===== config.mk =====
export PLATFORM = sky130hd
export DESIGN_NAME = i2c_reg_slave
export DESIGN_NICKNAME = d
export VERILOG_FILES = /design/src/rtl/i2c_reg_pkg.sv /design/src/rtl/i2c_reg_sync.sv /design/src/rtl/i2c_reg_dp.sv /design/src/rtl/i2c_reg_ctrl.sv /design/src/rtl/i2c_reg_slave.sv
export SDC_FILE = /design/constraint.sdc
export NUM_CORES = 1
export LEC_CHECK = 0
export BUFFER_PORTS_ARGS = -buffer_cell sky130_fd_sc_hd__buf_4
export CAP_MARGIN = 20
export CORE_AREA = 8 8 215 165
export CTS_CLUSTER_SIZE = 14
export DETAILED_ROUTE_END_ITERATION = 7
export DIE_AREA = 0 0 223 173
export PLACE_DENSITY = 0.73
export SYNTH_ARGS = -nofsm -noshare
export SYNTH_HDL_FRONTEND = slang
export SYNTH_HIERARCHICAL = 1
export SYNTH_SLANG_ARGS = --single-unit
export TNS_END_PERCENT = 1

===== constraint.sdc =====
create_clock -name clk -period 3.96 [get_ports clk]
set_input_delay 0.792 -clock clk [delete_from_list [all_inputs] [get_ports clk]]
set_output_delay 0.792 -clock clk [all_outputs]
set_load 0.1 [all_outputs]

===== src/rtl/i2c_reg_pkg.sv =====
package i2c_reg_pkg;

  localparam int BYTE_W = 8;
  localparam int CNT_W  = $clog2(BYTE_W);

  typedef enum logic [3:0] {
    ST_IDLE,
    ST_ADDR,
    ST_ADDR_ACK,
    ST_PTR,
    ST_PTR_ACK,
    ST_WDATA,
    ST_WDATA_ACK,
    ST_RDATA,
    ST_RACK,
    ST_SKIP
  } ctrlState_t;

  // Bus events seen by the datapath, handed to the control
  typedef struct packed {
    logic start;
    logic stop;
    logic sclRise;
    logic sclFall;
    logic sdaBit;
    logic lastBit;
    logic addrHit;
  } busEvt_t;

  // Strobes from the control to the datapath
  typedef struct packed {
    logic clrCnt;
    logic shiftIn;
    logic loadPtr;
    logic writeReg;
    logic incPtr;
    logic loadTx;
    logic shiftTx;
    logic ackOn;
    logic sdaRelease;
  } ctrlStb_t;

endpackage


===== src/rtl/i2c_reg_sync.sv =====
module i2c_reg_sync #(
  parameter int STAGES = 2
) (
  input  logic clk,
  input  logic rstN,
  input  logic din,
  output logic dout
);

  logic [STAGES-1:0] pipe;

  generate
    if (STAGES == 1) begin : g_single
      always_ff @(posedge clk or negedge rstN) begin
        if (!rstN) pipe <= '1;
        else       pipe <= din;
      end
    end else begin : g_chain
      always_ff @(posedge clk or negedge rstN) begin
        if (!rstN) pipe <= '1;
        else       pipe <= {pipe[STAGES-2:0], din};
      end
    end
  endgenerate

  assign dout = pipe[STAGES-1];

endmodule


===== src/rtl/i2c_reg_dp.sv =====
module i2c_reg_dp
  import i2c_reg_pkg::*;
#(
  parameter int         NREGS       = 32,
  parameter int         SYNC_STAGES = 2,
  parameter logic [4:0] ADDR_PREFIX = 5'b10011
) (
  input  logic                     clk,
  input  logic                     rstN,
  input  logic                     sclIn,
  input  logic                     sdaIn,
  input  logic [1:0]               strapAddr,
  input  ctrlStb_t                 stb,
  output busEvt_t                  evt,
  output logic                     sdaOe,
  input  logic [$clog2(NREGS)-1:0] hostAddr,
  input  logic                     hostWe,
  input  logic [BYTE_W-1:0]        hostWdata,
  output logic [BYTE_W-1:0]        hostRdata
);

  localparam int PTR_W = $clog2(NREGS);

  logic sclSync, sdaSync, sclPrev, sdaPrev;
  logic [1:0]          strapQ;
  logic [BYTE_W-2:0]   rxReg;
  logic [BYTE_W-1:0]   rxByte;
  logic [CNT_W-1:0]    bitCnt;
  logic [PTR_W-1:0]    ptr;
  logic [BYTE_W-1:0]   txReg;
  logic [BYTE_W-1:0]   regBank [NREGS];

  i2c_reg_sync #(.STAGES(SYNC_STAGES)) u_sclSync (
    .clk(clk), .rstN(rstN), .din(sclIn), .dout(sclSync)
  );
  i2c_reg_sync #(.STAGES(SYNC_STAGES)) u_sdaSync (
    .clk(clk), .rstN(rstN), .din(sdaIn), .dout(sdaSync)
  );

  always_ff @(posedge clk or negedge rstN) begin
    if (!rstN) begin
      sclPrev <= 1'b1;
      sdaPrev <= 1'b1;
    end else begin
      sclPrev <= sclSync;
      sdaPrev <= sdaSync;
    end
  end

  // Straps captured only while reset is held
  always_ff @(posedge clk) begin
    if (!rstN) strapQ <= strapAddr;
  end

  assign rxByte = {rxReg, sdaSync};

  always_comb begin
    evt         = '0;
    evt.start   = sclSync && sclPrev && sdaPrev && !sdaSync;
    evt.stop    = sclSync && sclPrev && !sdaPrev && sdaSync;
    evt.sclRise = sclSync && !sclPrev;
    evt.sclFall = !sclSync && sclPrev;
    evt.sdaBit  = sdaSync;
    evt.lastBit = (bitCnt == CNT_W'(BYTE_W - 1));
    evt.addrHit = (rxReg == {ADDR_PREFIX, strapQ});
  end

  // Receive shifter and bit counter
  always_ff @(posedge clk or negedge rstN) begin
    if (!rstN) begin
      rxReg  <= '0;
      bitCnt <= '0;
    end else if (stb.clrCnt) begin
      bitCnt <= '0;
    end else if (stb.shiftIn) begin
      rxReg  <= rxByte[BYTE_W-2:0];
      bitCnt <= bitCnt + 1'b1;
    end
  end

  // Register pointer
  always_ff @(posedge clk or negedge rstN) begin
    if (!rstN)            ptr <= '0;
    else if (stb.loadPtr) ptr <= rxByte[PTR_W-1:0];
    else if (stb.incPtr)  ptr <= ptr + 1'b1;
  end

  // Register bank: bus write wins over a same-cycle parallel write
  always_ff @(posedge clk or negedge rstN) begin
    if (!rstN) begin
      for (int i = 0; i < NREGS; i++) regBank[i] <= '0;
    end else if (stb.writeReg) begin
      regBank[ptr] <= rxByte;
    end else if (hostWe) begin
      regBank[hostAddr] <= hostWdata;
    end
  end

  assign hostRdata = regBank[hostAddr];

  // Transmit shifter
  always_ff @(posedge clk or negedge rstN) begin
    if (!rstN)            txReg <= '0;
    else if (stb.loadTx)  txReg <= regBank[ptr];
    else if (stb.shiftTx) txReg <= {txReg[BYTE_W-2:0], 1'b0};
  end

  // Open-drain enable
  always_ff @(posedge clk or negedge rstN) begin
    if (!rstN)               sdaOe <= 1'b0;
    else if (stb.sdaRelease) sdaOe <= 1'b0;
    else if (stb.ackOn)      sdaOe <= 1'b1;
    else if (stb.loadTx)     sdaOe <= ~regBank[ptr][BYTE_W-1];
    else if (stb.shiftTx)    sdaOe <= ~txReg[BYTE_W-2];
  end

endmodule


===== src/rtl/i2c_reg_ctrl.sv =====
module i2c_reg_ctrl
  import i2c_reg_pkg::*;
(
  input  logic     clk,
  input  logic     rstN,
  input  busEvt_t  evt,
  output ctrlStb_t stb
);

  ctrlState_t state, nxtState;
  logic rw, nxtRw;
  logic ackPh, nxtPh;

  always_ff @(posedge clk or negedge rstN) begin
    if (!rstN) begin
      state <= ST_IDLE;
      rw    <= 1'b0;
      ackPh <= 1'b0;
    end else begin
      state <= nxtState;
      rw    <= nxtRw;
      ackPh <= nxtPh;
    end
  end

  always_comb begin
    nxtState = state;
    nxtRw    = rw;
    nxtPh    = ackPh;
    stb      = '0;
    if (evt.start) begin
      nxtState       = ST_ADDR;
      nxtPh          = 1'b0;
      stb.clrCnt     = 1'b1;
      stb.sdaRelease = 1'b1;
    end else if (evt.stop) begin
      nxtState       = ST_IDLE;
      nxtPh          = 1'b0;
      stb.sdaRelease = 1'b1;
    end else begin
      case (state)
        ST_ADDR: begin
          if (evt.sclRise) begin
            stb.shiftIn = 1'b1;
            if (evt.lastBit) begin
              if (evt.addrHit) begin
                nxtRw    = evt.sdaBit;
                nxtState = ST_ADDR_ACK;
                nxtPh    = 1'b0;
              end else begin
                nxtState = ST_SKIP;
              end
            end
          end
        end
        ST_ADDR_ACK: begin
          if (evt.sclFall) begin
            if (!ackPh) begin
              stb.ackOn = 1'b1;
              nxtPh     = 1'b1;
            end else begin
              nxtPh      = 1'b0;
              stb.clrCnt = 1'b1;
              if (rw) begin
                stb.loadTx = 1'b1;
                nxtState   = ST_RDATA;
              end else begin
                stb.sdaRelease = 1'b1;
                nxtState       = ST_PTR;
              end
            end
          end
        end
        ST_PTR: begin
          if (evt.sclRise) begin
            stb.shiftIn = 1'b1;
            if (evt.lastBit) begin
              stb.loadPtr = 1'b1;
              nxtState    = ST_PTR_ACK;
            end
          end
        end
        ST_WDATA: begin
          if (evt.sclRise) begin
            stb.shiftIn = 1'b1;
            if (evt.lastBit) begin
              stb.writeReg = 1'b1;
              stb.incPtr   = 1'b1;
              nxtState     = ST_WDATA_ACK;
            end
          end
        end
        ST_PTR_ACK, ST_WDATA_ACK: begin
          if (evt.sclFall) begin
            if (!ackPh) begin
              stb.ackOn = 1'b1;
              nxtPh     = 1'b1;
            end else begin
              nxtPh          = 1'b0;
              stb.clrCnt     = 1'b1;
              stb.sdaRelease = 1'b1;
              nxtState       = ST_WDATA;
            end
          end
        end
        ST_RDATA: begin
          if (evt.sclFall) begin
            stb.shiftTx = 1'b1;
          end else if (evt.sclRise) begin
            stb.shiftIn = 1'b1;
            if (evt.lastBit) nxtState = ST_RACK;
          end
        end
        ST_RACK: begin
          if (evt.sclFall) begin
            if (!ackPh) begin
              stb.sdaRelease = 1'b1;
            end else begin
              stb.loadTx = 1'b1;
              stb.clrCnt = 1'b1;
              nxtPh      = 1'b0;
              nxtState   = ST_RDATA;
            end
          end else if (evt.sclRise && !ackPh) begin
            if (evt.sdaBit) begin
              nxtState = ST_SKIP;
            end else begin
              stb.incPtr = 1'b1;
              nxtPh      = 1'b1;
            end
          end
        end
        default: ;
      endcase
    end
  end

endmodule


===== src/rtl/i2c_reg_slave.sv =====
module i2c_reg_slave
  import i2c_reg_pkg::*;
#(
  parameter int         NREGS       = 32,
  parameter int         SYNC_STAGES = 2,
  parameter logic [4:0] ADDR_PREFIX = 5'b10011
) (
  input  logic                     clk,
  input  logic                     rstN,
  input  logic                     sclIn,
  input  logic                     sdaIn,
  output logic                     sdaOe,
  input  logic [1:0]               strapAddr,
  input  logic [$clog2(NREGS)-1:0] hostAddr,
  input  logic                     hostWe,
  input  logic [7:0]               hostWdata,
  output logic [7:0]               hostRdata
);

  busEvt_t  evt;
  ctrlStb_t stb;

  i2c_reg_dp #(
    .NREGS(NREGS), .SYNC_STAGES(SYNC_STAGES), .ADDR_PREFIX(ADDR_PREFIX)
  ) u_dp (
    .clk(clk), .rstN(rstN), .sclIn(sclIn), .sdaIn(sdaIn),
    .strapAddr(strapAddr), .stb(stb), .evt(evt), .sdaOe(sdaOe),
    .hostAddr(hostAddr), .hostWe(hostWe), .hostWdata(hostWdata),
    .hostRdata(hostRdata)
  );

  i2c_reg_ctrl u_ctrl (
    .clk(clk), .rstN(rstN), .evt(evt), .stb(stb)
  );

endmodule


==> metrics.txt <==
EDFF count, synth 2; Die Wd around 220 um; Core Area about 0.032 mm^2; CP required roughly 3200 ps; critical path, cell by cell buf_4, buf_4, mux4_2, a22oi_1, nand4_1, buf_4; Final Hold Violating Endpoints 0; Clk pin slew, worst setup/hold paths about 60 ps; leading area contributor after synthesis dfrtp_1; Pint 5360 uW; Avg Cell Area, Syn just over 10 um^2; CP Launch Type primary input; period utilization 91.8%; Post-CTS Setup Inserts 0; Logic pwr share between 10% and 20%; post-synth top area share between 30% and 40%; VDD IR-drop max 0.368 mV; TritonCTS buffer count 30; total global-route track usage a little under two fifths; clk_lat worst skew ~590 ps; commonest non-fill, non-tap cells in the layout a22oi_1, dfrtp_1, nand2_1; PortBufs 28; Setup crit end kind output port; worst rel slew slack between 20% and 30%; root buf cell clkbuf_16; Area Overhead vs Synth 8.46%; cts hold-fix bufs 0; Worst path max stage delay approximately 520 ps; antenna viol nets, final 0; post-route DRC violation count 0; #FFs+latches synth 293; initial antenna violation count 0; critical setup path kind in -> out; htree depth 1; Lkg Pwr approximately 0.0075 uW; Post-Synthesis Cells 1875; ANT cells 0; slowest CP cell mux4_2; Sw Share a little under a third; nets@finish 1855; top cells by area, synth dfrtp_1, a22oi_1, mux4_2, o21ai_0, nand2_1; Initial Utilization between 50% and 60%; WP data arrival between 2000 and 3000 ps; Die Footprint a little under 0.04 mm^2; Mapped Area 0.0189 mm^2; Tmin final approximately 3600 ps; Main synth FF type dfrtp_1; Slew Viols, Final 0; RSZ-0062 raised after global routing false; library cells used by synthesis between 80 and 90; via/cell ratio between 7 and 8; # rows between 50 and 60; Die H ~170 um; status complete, no violations; Iteration-0 DRC Markers 2614; cts repair resizes 0; Crit path top cell by count buf_4; ys async rst share approximately 100%; critical path peak fanout 21; total grt overflow 0; MaxCap Viol Count 0; largest net degree at the start of global routing 89; clock skew between 15 and 20 ps; PD cells approximately 370 mW/mm^2; Tightest Pin Transition roughly 1100 ps; worst min path class in -> async; drt wl/cell between 30 and 40 um; max frequency between 0.2 and 0.3 GHz; Pre-antenna DRT Iters 8; switching power 2330 uW; most common cell after layout, fill and taps aside a22oi_1; vias in the first global route roughly 16000; I/O pin count 29; drt total wl 74200 um; Synthesis Warnings 6; Sink Count ~290; first-pass GRT wire length ~110000 um; CTS tree yes; Final TNS setup 0 ps; fraction of power consumed by sequential logic 43.9%; Clock Tree Buf Depth 3; Setup violations, final 0; layout cells sized above 1 about 20%; vias post-DR 17300; Syn Nets 1901; register area share after synthesis between 30% and 40%; utilization after layout 64.2%; gpl congestion 1.02; Clk network pwr share around 39%; DP HPWL 49000 um
[worst max-delay path: cells and delay by family]
kind	cells	cell delay (ps)
buffers and inverters	3	920
AOI/OAI and AO/OA	1	360
and+or+nand+nor	1	230
muxes	1	520
[cell type report]
class                   instances  area, um^2
flip-flops and latches        293        7360
clock buffers                  47         906
repair buffers                137        1140
fillers                      2581       11500
inverters                      10        37.5
multi-input cells            1357       10500
clock inverters                 9         104
well taps                     413         517
[power groups by stage]
stage               clock, uW  combinational [uW]  sequential, uW
floorplan                   0                 991            3310
global placement            0                1280            3410
detailed placement          0                1300            3420
CTS                      2980                1300            3360
global route             3090                1410            3390
finish                   2970                1340            3370
[metrics by stage]
step           setup slack (ps)  instances  power, uW  instance area (um^2)  hold slack [ps]
2_1_floorplan               207       1875       4300                 18900              345
3_3_place_gp                349       2209       4690                 19500              345
3_5_place_dp                326       2209       4720                 19500              347
4_1_cts                     327       2265       7650                 20500              239
5_1_grt                     242       2266       7900                 20500              242
6_report                    324       2266       7690                 20500              177
[metal layers]
layer / part of all wire, % / GRT usage [%]
met5: 0.046 / 0.644
met4: 5.5 / 16.8
met3: 16 / 14.0
met2: 40 / 50.7
met1: 38 / 52.9
[sequential cells by signal, indices dropped and copies added, names as in the netlist, 2 cells and up]
name / flops
u_ctrl/state: 4
u_dp/bitCnt: 3
u_dp/strapQ: 2
u_dp/u_sclSync/pipe: 2
u_dp/txReg: 7
u_dp/ptr: 5
u_dp/u_sdaSync/pipe: 2
u_dp/rxReg: 7
u_dp/regBank: 256
[path summary, 6_finish.rpt]
| kind | slack [ps] | from | cells after the start | endpoint |
|---|---|---|---|---|
| max reg2reg | 450 | u_dp/u_sclSync/pipe[1] | 10 | u_dp/regBank[143] |
| max in group asynchronous | 2800 | rstN | 2 | u_dp/regBank[35] |
| min in group clk | 310 | sclIn | 1 | u_dp/u_sclSync/pipe[0] |
| min reg2reg | 350 | u_dp/u_sdaSync/pipe[0] | 0 | u_dp/u_sdaSync/pipe[1] |
| min | 180 | rstN | 1 | u_ctrl/state[3] |
| max | 320 | hostAddr[0] | 6 | hostRdata[7] |
[cells in the mapped netlist (5+ instances only)]
library cell / count
a22oi_1: 291
nor2_1: 35
nor3_1: 10
and2_1: 16
nand4_1: 14
a21oi_1: 9
mux2_2: 13
nand2b_1: 9
nor2_4: 12
xnor2_1: 5
nor3b_1: 5
a32oi_2: 24
nand2_1: 276
buf_2: 104
ha_1: 6
inv_1: 10
nor2b_1: 19
o22ai_1: 24
dfstp_2: 6
o21ai_0: 230
mux2i_1: 77
nand3_1: 5
dfrtp_1: 285
nor4bb_1: 11
buf_4: 21
buf_6: 9
o21ai_1: 46
mux4_2: 90
mux4_1: 5
clkbuf_1: 75
and4b_1: 12
a32oi_1: 13
nor2_2: 6
nor4_1: 7
[logic make-up (layout without fill, tap and decap cells)]
logic type | count (synthesis) | in the layout | share of synthesized area [%]
flops | 293 | 293 | 38.8
xor+xnor | 8 | 8 | 0.370
fa+ha+maj | 6 | 6 | 0.396
buf+inv | 225 | 203 | 6.03
mux | 187 | 187 | 16.4
compound gates | 671 | 671 | 24.3
simple gates | 485 | 485 | 13.7
(Power assumes the default switching activity.)
